==> src/rtl/local_timer_pkg.sv <==
package local_timer_pkg;

    localparam int unsigned DIV_CFG_W = 4;
    localparam int unsigned SHIFT_W   = 3;
    // prescaler counter wide enough for the largest shift
    localparam int unsigned PRE_W     = (1 << SHIFT_W) - 1;

    typedef logic [SHIFT_W-1:0] shift_t;

    // only bits 3, 1, 0 are kept
    function automatic logic [DIV_CFG_W-1:0] div_cfg_keep(input logic [DIV_CFG_W-1:0] raw);
        return {raw[3], 1'b0, raw[1:0]};
    endfunction

    // code {b3,b1,b0}, shift = (code + 1) mod 8
    function automatic shift_t div_code_to_shift(input logic [DIV_CFG_W-1:0] cfg);
        shift_t code;
        code = {cfg[3], cfg[1:0]};
        return shift_t'(code + shift_t'(1));
    endfunction

endpackage

==> src/rtl/lt_prescaler.sv <==
module lt_prescaler
    import local_timer_pkg::*;
(
    input  logic                 clk,
    input  logic                 rst_n,
    input  logic                 div_wr,
    input  logic [DIV_CFG_W-1:0] div_val,
    input  logic                 restart,
    output logic                 tick,
    output logic [DIV_CFG_W-1:0] div_cfg
);

    typedef struct packed {
        logic [DIV_CFG_W-1:0] cfg;
        shift_t               active;
        logic [PRE_W-1:0]     pre;
    } pre_state_t;

    localparam logic [PRE_W-1:0] PRE_ONES = '1;
    localparam pre_state_t       PRE_RST  = '{cfg: '0, active: shift_t'(1), pre: '0};

    pre_state_t       pre_q, pre_d;
    logic [PRE_W-1:0] limit;

    always_comb begin
        limit = ~(PRE_ONES << pre_q.active);
        tick  = (pre_q.pre == limit);
        pre_d = pre_q;
        if (div_wr) begin
            pre_d.cfg = div_cfg_keep(div_val);
        end
        // a new rate is adopted only at a boundary: restart or tick
        if (restart || tick) begin
            pre_d.pre    = '0;
            pre_d.active = div_code_to_shift(pre_d.cfg);
        end else begin
            pre_d.pre = pre_q.pre + 1'b1;
        end
    end

    always_ff @(posedge clk or negedge rst_n) begin
        if (!rst_n) begin
            pre_q <= PRE_RST;
        end else begin
            pre_q <= pre_d;
        end
    end

    assign div_cfg = pre_q.cfg;

endmodule

==> src/rtl/lt_downcount.sv <==
module lt_downcount #(
    parameter int unsigned CNT_W = 32
) (
    input  logic             clk,
    input  logic             rst_n,
    input  logic             load,
    input  logic [CNT_W-1:0] load_val,
    input  logic             tick,
    input  logic             periodic,
    output logic [CNT_W-1:0] count,
    output logic             expire
);

    localparam logic [CNT_W-1:0] CNT_ONE = CNT_W'(1);

    typedef struct packed {
        logic [CNT_W-1:0] cnt;
        logic [CNT_W-1:0] reload;
        logic             run;
        logic             exp;
    } cnt_state_t;

    cnt_state_t cnt_q, cnt_d;

    always_comb begin
        cnt_d     = cnt_q;
        cnt_d.exp = 1'b0;
        if (load) begin
            cnt_d.cnt    = load_val;
            cnt_d.reload = load_val;
            cnt_d.run    = (load_val != '0);
        end else if (tick && cnt_q.run) begin
            if (cnt_q.cnt == '0) begin
                if (periodic) begin
                    cnt_d.cnt = cnt_q.reload;
                end else begin
                    cnt_d.run = 1'b0;
                end
            end else begin
                cnt_d.cnt = cnt_q.cnt - CNT_ONE;
                if (cnt_q.cnt == CNT_ONE) begin
                    cnt_d.exp = 1'b1;
                    if (!periodic) begin
                        cnt_d.run = 1'b0;
                    end
                end
            end
        end
    end

    always_ff @(posedge clk or negedge rst_n) begin
        if (!rst_n) begin
            cnt_q <= '0;
        end else begin
            cnt_q <= cnt_d;
        end
    end

    assign count  = cnt_q.cnt;
    assign expire = cnt_q.exp;

endmodule

==> src/rtl/local_timer.sv <==
module local_timer
    import local_timer_pkg::*;
#(
    parameter int unsigned CNT_W    = 32,
    parameter int unsigned CTRL_W   = 32,
    parameter int unsigned VEC_W    = 8,
    parameter int unsigned MASK_POS = 16,
    parameter int unsigned MODE_POS = 17
) (
    input  logic                 clk,
    input  logic                 rst_n,
    input  logic                 init_wr,
    input  logic [CNT_W-1:0]     init_val,
    input  logic                 div_wr,
    input  logic [DIV_CFG_W-1:0] div_val,
    input  logic                 ctrl_wr,
    input  logic [CTRL_W-1:0]    ctrl_val,
    output logic [CNT_W-1:0]     cur_count,
    output logic [DIV_CFG_W-1:0] div_cfg,
    output logic                 expire,
    output logic                 irq_valid,
    output logic [VEC_W-1:0]     irq_vector
);

    localparam logic [CTRL_W-1:0] CTRL_RST = {{(CTRL_W-1){1'b0}}, 1'b1} << MASK_POS;

    typedef struct packed {
        logic [CTRL_W-1:0] ctrl;
    } top_state_t;

    top_state_t top_q, top_d;
    logic       tick;
    logic       mask_on;
    logic       mode_periodic;

    always_comb begin
        top_d = top_q;
        if (ctrl_wr) begin
            top_d.ctrl = ctrl_val;
        end
    end

    always_ff @(posedge clk or negedge rst_n) begin
        if (!rst_n) begin
            top_q <= '{ctrl: CTRL_RST};
        end else begin
            top_q <= top_d;
        end
    end

    assign mask_on       = top_q.ctrl[MASK_POS];
    assign mode_periodic = top_q.ctrl[MODE_POS];

    lt_prescaler u_prescaler (
        .clk     (clk),
        .rst_n   (rst_n),
        .div_wr  (div_wr),
        .div_val (div_val),
        .restart (init_wr),
        .tick    (tick),
        .div_cfg (div_cfg)
    );

    lt_downcount #(.CNT_W(CNT_W)) u_downcount (
        .clk      (clk),
        .rst_n    (rst_n),
        .load     (init_wr),
        .load_val (init_val),
        .tick     (tick),
        .periodic (mode_periodic),
        .count    (cur_count),
        .expire   (expire)
    );

    assign irq_valid  = expire & ~mask_on;
    assign irq_vector = top_q.ctrl[VEC_W-1:0];

endmodule

==> config.mk <==
export PLATFORM = sky130hd
export DESIGN_NAME = local_timer
export DESIGN_NICKNAME = d
export VERILOG_FILES = /design/src/rtl/local_timer_pkg.sv /design/src/rtl/lt_prescaler.sv /design/src/rtl/lt_downcount.sv /design/src/rtl/local_timer.sv
export SDC_FILE = /design/constraint.sdc
export NUM_CORES = 1
export LEC_CHECK = 0
export BUFFER_PORTS_ARGS = -buffer_cell sky130_fd_sc_hd__buf_4
export CAP_MARGIN = 5
export CELL_PAD_IN_SITES_DETAIL_PLACEMENT = 1
export CELL_PAD_IN_SITES_GLOBAL_PLACEMENT = 1
export CORE_MARGIN = 2
export CORE_UTILIZATION = 45
export DETAILED_ROUTE_END_ITERATION = 6
export PLACE_DENSITY_LB_ADDON = 0.1
export SETUP_SLACK_MARGIN = 0.1
export SYNTH_ARGS = -nofsm -noshare
export SYNTH_HDL_FRONTEND = slang
export SYNTH_SLANG_ARGS = --single-unit
==> constraint.sdc <==
create_clock -name clk -period 6.9 [get_ports clk]
set_clock_uncertainty 0.05 [all_clocks]
set_input_delay 0.345 -clock clk [delete_from_list [all_inputs] [get_ports clk]]
set_output_delay 0.345 -clock clk [all_outputs]
set_load 0.02 [all_outputs]
Yosys cells after proc, flatten, opt, wreduce, memory -nomap -nowiden. Cells that the tools add are included.

Flip-flop bits (word level): 97. Bits of input ports: 73. Output and inout bits: 46. Logic and storage cells: 39.

Add/subtract/negate cells: 3. Equal/unequal tests: 3. Shift-type cells: 1. Multiplexer cells: 13. Bitwise gates (word level): 3. Reduce and logical (&&, ||, !) cells: 8.

Operators by type and width (count): $mux 32 (4); $eq 32x1->1 const B (1); $logic_not 32->1 (1); $reduce_bool 32->1 (1); $sub 32x1->32 const B (1); $add 7x1->7 const B (1); $eq 7x7->1 (1); $mux 7 (1); $not 7->7 (1); $shl 7x3->7 const A (1); $mux 1 (5); $mux 2 (2); $mux 4 (1); $reduce_and 2->1 (2); $add 3x1->3 const B (1); $ne 3x3->1 const B (1); $reduce_bool 3->1 (1); $reduce_bool 2->1 (1); $and 1x1->1 (1); $logic_and 1x1->1 (1); $logic_or 1x1->1 (1); $not 1->1 (1).

Longest topological paths before layout.
Depth after elaboration: 6. Depth in mapped cells: 10. Depth with buffers taken out: 8.

Cells and area by module. Synthesis repeated with hierarchy kept, for this count alone.

Cell total of the unflattened synthesis: 577. Area, all modules: 5500.3 um^2.

Modules (own cells, without submodules): lt_downcount (times used 1, cells each 465, area each 4202.8 um^2, seq. area each 1651.6 um^2); lt_prescaler (times used 1, cells each 82, area each 818.3 um^2, seq. area each 326.6 um^2); local_timer (times used 1, cells each 30, area each 479.2 um^2, seq. area each 251.5 um^2).

Least setup slack after synthesis. Ideal clock, no wire load.

Path kind: reg-to-reg. From: register u_downcount.cnt_q, in the netlist u_downcount.count[27]. To: register u_downcount.cnt_q, in the netlist u_downcount.count[1]. Library setup time: 0.116 ns. Arrival time: 2.425 ns. Required time: 6.734 ns. Slack: 4.309 ns. Cell stages (with the launch flop): 7. Path buffers: 0. Clock period less this slack: 2.591 ns. Cell sequence: dfrtp_1 > or4_4 > or3_4 > nor3_2 > mux2i_1 > or4b_2 > o311ai_0.

Word-level cells in the longest chain between the ends: 4. Elaborated cells on any way between the ends: 6. Those cells by class: eq/ne (1); mux (3); reduce/logical (2).

Ends and longest elaborated chain: start: declaration (line lt_downcount.sv:23) `cnt_state_t cnt_q, cnt_d;`; start signal: assignment (line lt_downcount.sv:55) `cnt_q <= cnt_d;`; $logic_not 32->1 (*) (line lt_downcount.sv:33) `if (cnt_q.cnt == '0) begin`; $mux 32 (line lt_downcount.sv:33); $mux 32 (line lt_downcount.sv:32) `end else if (tick && cnt_q.run) begin`; $mux 32 (line lt_downcount.sv:28) `if (load) begin`.

Mark *: on every way between the ends. The rest lies on a longest branch, timed or not. The select of a mux whose other input is x is not followed. A chain may end at the register's enable or synchronous reset.

Final worst setup path.
From: register u_downcount.cnt_q, in the netlist u_downcount.count[9]. To: register u_downcount.cnt_q, in the netlist u_downcount.count[9].

Word-level cells in the longest chain between the ends: 4. Elaborated cells on any way between the ends: 7. Those cells by class: add/sub (1); eq/ne (1); mux (3); reduce/logical (2).

Ends and longest elaborated chain (line): $sub 32x1->32 / $logic_not 32->1 (equally long branches) (lt_downcount.sv:40, lt_downcount.sv:33); $mux 32 (lt_downcount.sv:33); $mux 32 (lt_downcount.sv:32); $mux 32 (lt_downcount.sv:28).

Parallel ways exist; a longest one is shown, timed or not. The select of a mux whose other input is x is not followed.

==> impl_metrics.json <==
{
  "h-tree-depth": 3,
  "synth_most_common_cell": "dfrtp_1",
  "antenna_cells": 0,
  "clk_pin_slew_ps": 70,
  "mappedNetlistNets": 651,
  "post-dp-hpwl_um": 11100,
  "path_delay_family": "simple AND/OR/NAND/NOR gates",
  "layout_min_cycle_time_ps": 3320,
  "pwr-share-seq_pct": 43.0,
  "start_kind": "flip-flop",
  "portBuffers": 94,
  "ant_nets": 0,
  "die_x_um": 114,
  "synth_compound_area_share_pct": 17.7,
  "synth.distinct_cells": 77,
  "yosys-top-cells-count": "dfrtp_1 (87), buf_4 (48), nand2_1 (37)",
  "r2r-start": "u_downcount.count[9]",
  "final_nets": 690,
  "gp_congestion": 0.844,
  "synth_fa_ha_area_share_pct": 1.11,
  "place_ws_ps": 3600,
  "grt_pass1_wl_um": 25500,
  "synthSimpleGateAreaFrac_pct": 19.6,
  "relSlewSlack_pct": 46.1,
  "antenna_found_initial": 0,
  "grt_pass1_vias": 4724,
  "setup_viol": 0,
  "synth_edf_count": 0,
  "cp_cell_sequence": "nor4_2 -> nand4_2 -> or3_1 -> buf_4 -> mux2i_1 -> or4_1 -> o311ai_0",
  "cts.sinks": 89,
  "switchingPower_mw": 0.469,
  "power_leakage_nw": 2.63,
  "crit_path_max_fanout": 18,
  "cp_slowest_cell": "nor4_2",
  "synthTopCellsByArea": "dfrtp_1 (40%), buf_4 (6.6%), mux2_2 (4.4%), o211ai_1 (2.6%), o21ai_0 (2.6%)",
  "avgViaCountPerCell": 6.02,
  "slew_viol_final": 0,
  "synthMuxAreaShare_pct": 5.47,
  "core-area_um2": 11900,
  "synthArstFlopShare_pct": 100,
  "yosysWarnings": 0,
  "synthFlopType": "dfrtp_1",
  "min_path_cells": 2,
  "tritoncts": "done",
  "multi_input_area_um2": 2540,
  "synth_area_leader_cell": "dfrtp_1",
  "crit_cells": 7,
  "start_util_pct": 45.5,
  "crit_buf_inv": 1,
  "path_class": "flip-flop to flip-flop",
  "min_from": "ctrl_val[3]",
  "grt_overflow_total": 0,
  "vdd_drop_max_uv": 101,
  "crit_arrival_ps": 3500,
  "crit_path_end_kind": "flip-flop",
  "remaining_drc_errors": 0,
  "clkPwrFrac_pct": 35.1,
  "post-route-period-util_pct": 48.1,
  "max_stage_delay_ps": 720,
  "hold_path_class": "input port to flip-flop",
  "ys_seq_elements": 89,
  "setup_ws_ps": 3580,
  "numCtsBuffers": 9,
  "outcome": "finished clean",
  "grt_max_degree": 75,
  "max_cap_viol_count": 0,
  "wl_um": 15800,
  "tightest_slew_ps": 802,
  "synth_xor_area_share_pct": 2.91,
  "firstDrtPassIters": 5,
  "synth_top_family_by_area": "simple AND/OR/NAND/NOR gates",
  "p_int_mw": 1.04,
  "drive_gt1_share_pct": 26.4,
  "cts-root-buf": "clkbuf_16",
  "r2r_end": "u_downcount.count[9]",
  "vias": 4604,
  "ios": 119,
  "dieArea_um2": 12900,
  "synth_area_per_cell_um2": 9.45,
  "tns_ps": 0,
  "die_y_um": 114,
  "ys_seq_area_share_pct": 41.1,
  "sw_frac_of_total_pct": 31.1,
  "fmax_ghz": 0.301,
  "worst_skew_pair.late_latency_ps": 350,
  "row_count": 40,
  "reg2reg_depth": 7,
  "final-seq-area_um2": 2230,
  "grt_setup_unrepaired": "false",
  "cts_buffer_depth": 2,
  "holdPathEnd": "top_q[3]",
  "dr.first_iter.drc_count": 270,
  "required_ps": 7080,
  "r2r_slack_ps": 3580,
  "grtUsageTotal_pct": 25.3,
  "hold_viol_final": 0,
  "avgRoutedWirePerCell_um": 20.7,
  "p_comb_share_pct": 21.9,
  "power_density_nw_per_um2": 244,
  "synthToLayoutAreaGrowth_pct": 13.7,
  "syn_area_um2": 5420,
  "syn-instance-count": 574,
  "fillers": 1371,
  "yosysTopAreaCellShare_pct": 40.1
}
final cells by class:
class	count	share of cell area, %
multi-input cells	378	41.2
flip-flops and latches	89	36.2
repair buffers	104	12.7
clock buffers	11	3.77
well taps	147	2.98
inverters	31	1.89
clock inverters	5	1.28
worst max-delay path by stage:
stage	start	end	slack (ps)
detailed placement	u_downcount.count[9]	u_downcount.count[9]	3600
floorplan	u_downcount.count[27]	u_downcount.count[1]	4310
CTS	u_downcount.count[1]	u_downcount.count[9]	3580
finish	u_downcount.count[9]	u_downcount.count[9]	3580
global placement	u_downcount.count[12]	u_downcount.count[9]	3710
global route	u_downcount.count[12]	u_downcount.count[1]	3330
metal layers:
metal / vias up / track usage, % / wire length [µm]
li1: 2139 / - / -
met1: 2306 / 35.2 / 7240
met2: 141 / 39.6 / 7350
met3: 18 / 4.84 / 941
met4: 0 / 9.35 / 280
met5: - / 0 / 0
what timing repair did:
item / 4_1_cts / 5_1_grt
hold buffers: 1 / 0
setup buffers: 0 / 0
resized for setup: 0 / 0
endpoints found under the hold margin: 41 / 0
kinds of logic (layout without fill, tap and decap cells):
group | Yosys count | in the layout
fa+ha+maj | 5 | 5
simple gates | 191 | 191
buf+inv | 107 | 151
compound gates | 136 | 136
other cells | 1 | 1
mux | 27 | 27
xor+xnor | 18 | 18
flops | 89 | 89
layout by cell type (no fill, tap or decap), types with 8 or more instances in the layout:
cell type	instances
dfrtp_1	87
clkbuf_16	9
or3_1	11
o31ai_1	8
nand3_1	17
a21o_1	8
xnor2_1	12
nor3_1	16
nor2_1	29
o21ai_0	28
o211ai_1	19
nand2_1	37
mux2_2	21
a21oi_1	17
buf_4	103
nand4_1	12
inv_1	31
nor4_1	20
per-stage QoR:
step                      hold WS (ps)  total power [mW]  instances  utilization, %  area [µm²]
after floorplan                 -0.591             0.883        574               -        5420
after global placement             338             0.972        748            49.1        5850
after detailed placement           345             0.987        748            49.1        5850
after CTS                          163              1.52        765            51.8        6170
after global routing               173              1.58        765            51.8        6170
final                              170              1.51        765            51.8        6170
state kept, by name, summed over array words and instances, names as in the netlist:
name and flops:
u_downcount.cnt_q 33, top_q 10, u_downcount.count 32, u_prescaler.pre_q 10, u_downcount.expire 1, u_prescaler.div_cfg 3
power by group through the flow:
stage	combinational [mW]	clock, mW	sequential, mW
final	0.330	0.529	0.649
after global routing	0.362	0.555	0.659
after CTS	0.333	0.538	0.648
after detailed placement	0.330	0	0.657
after global placement	0.320	0	0.652
after floorplan	0.252	0	0.630
(Power assumes the default switching activity.)
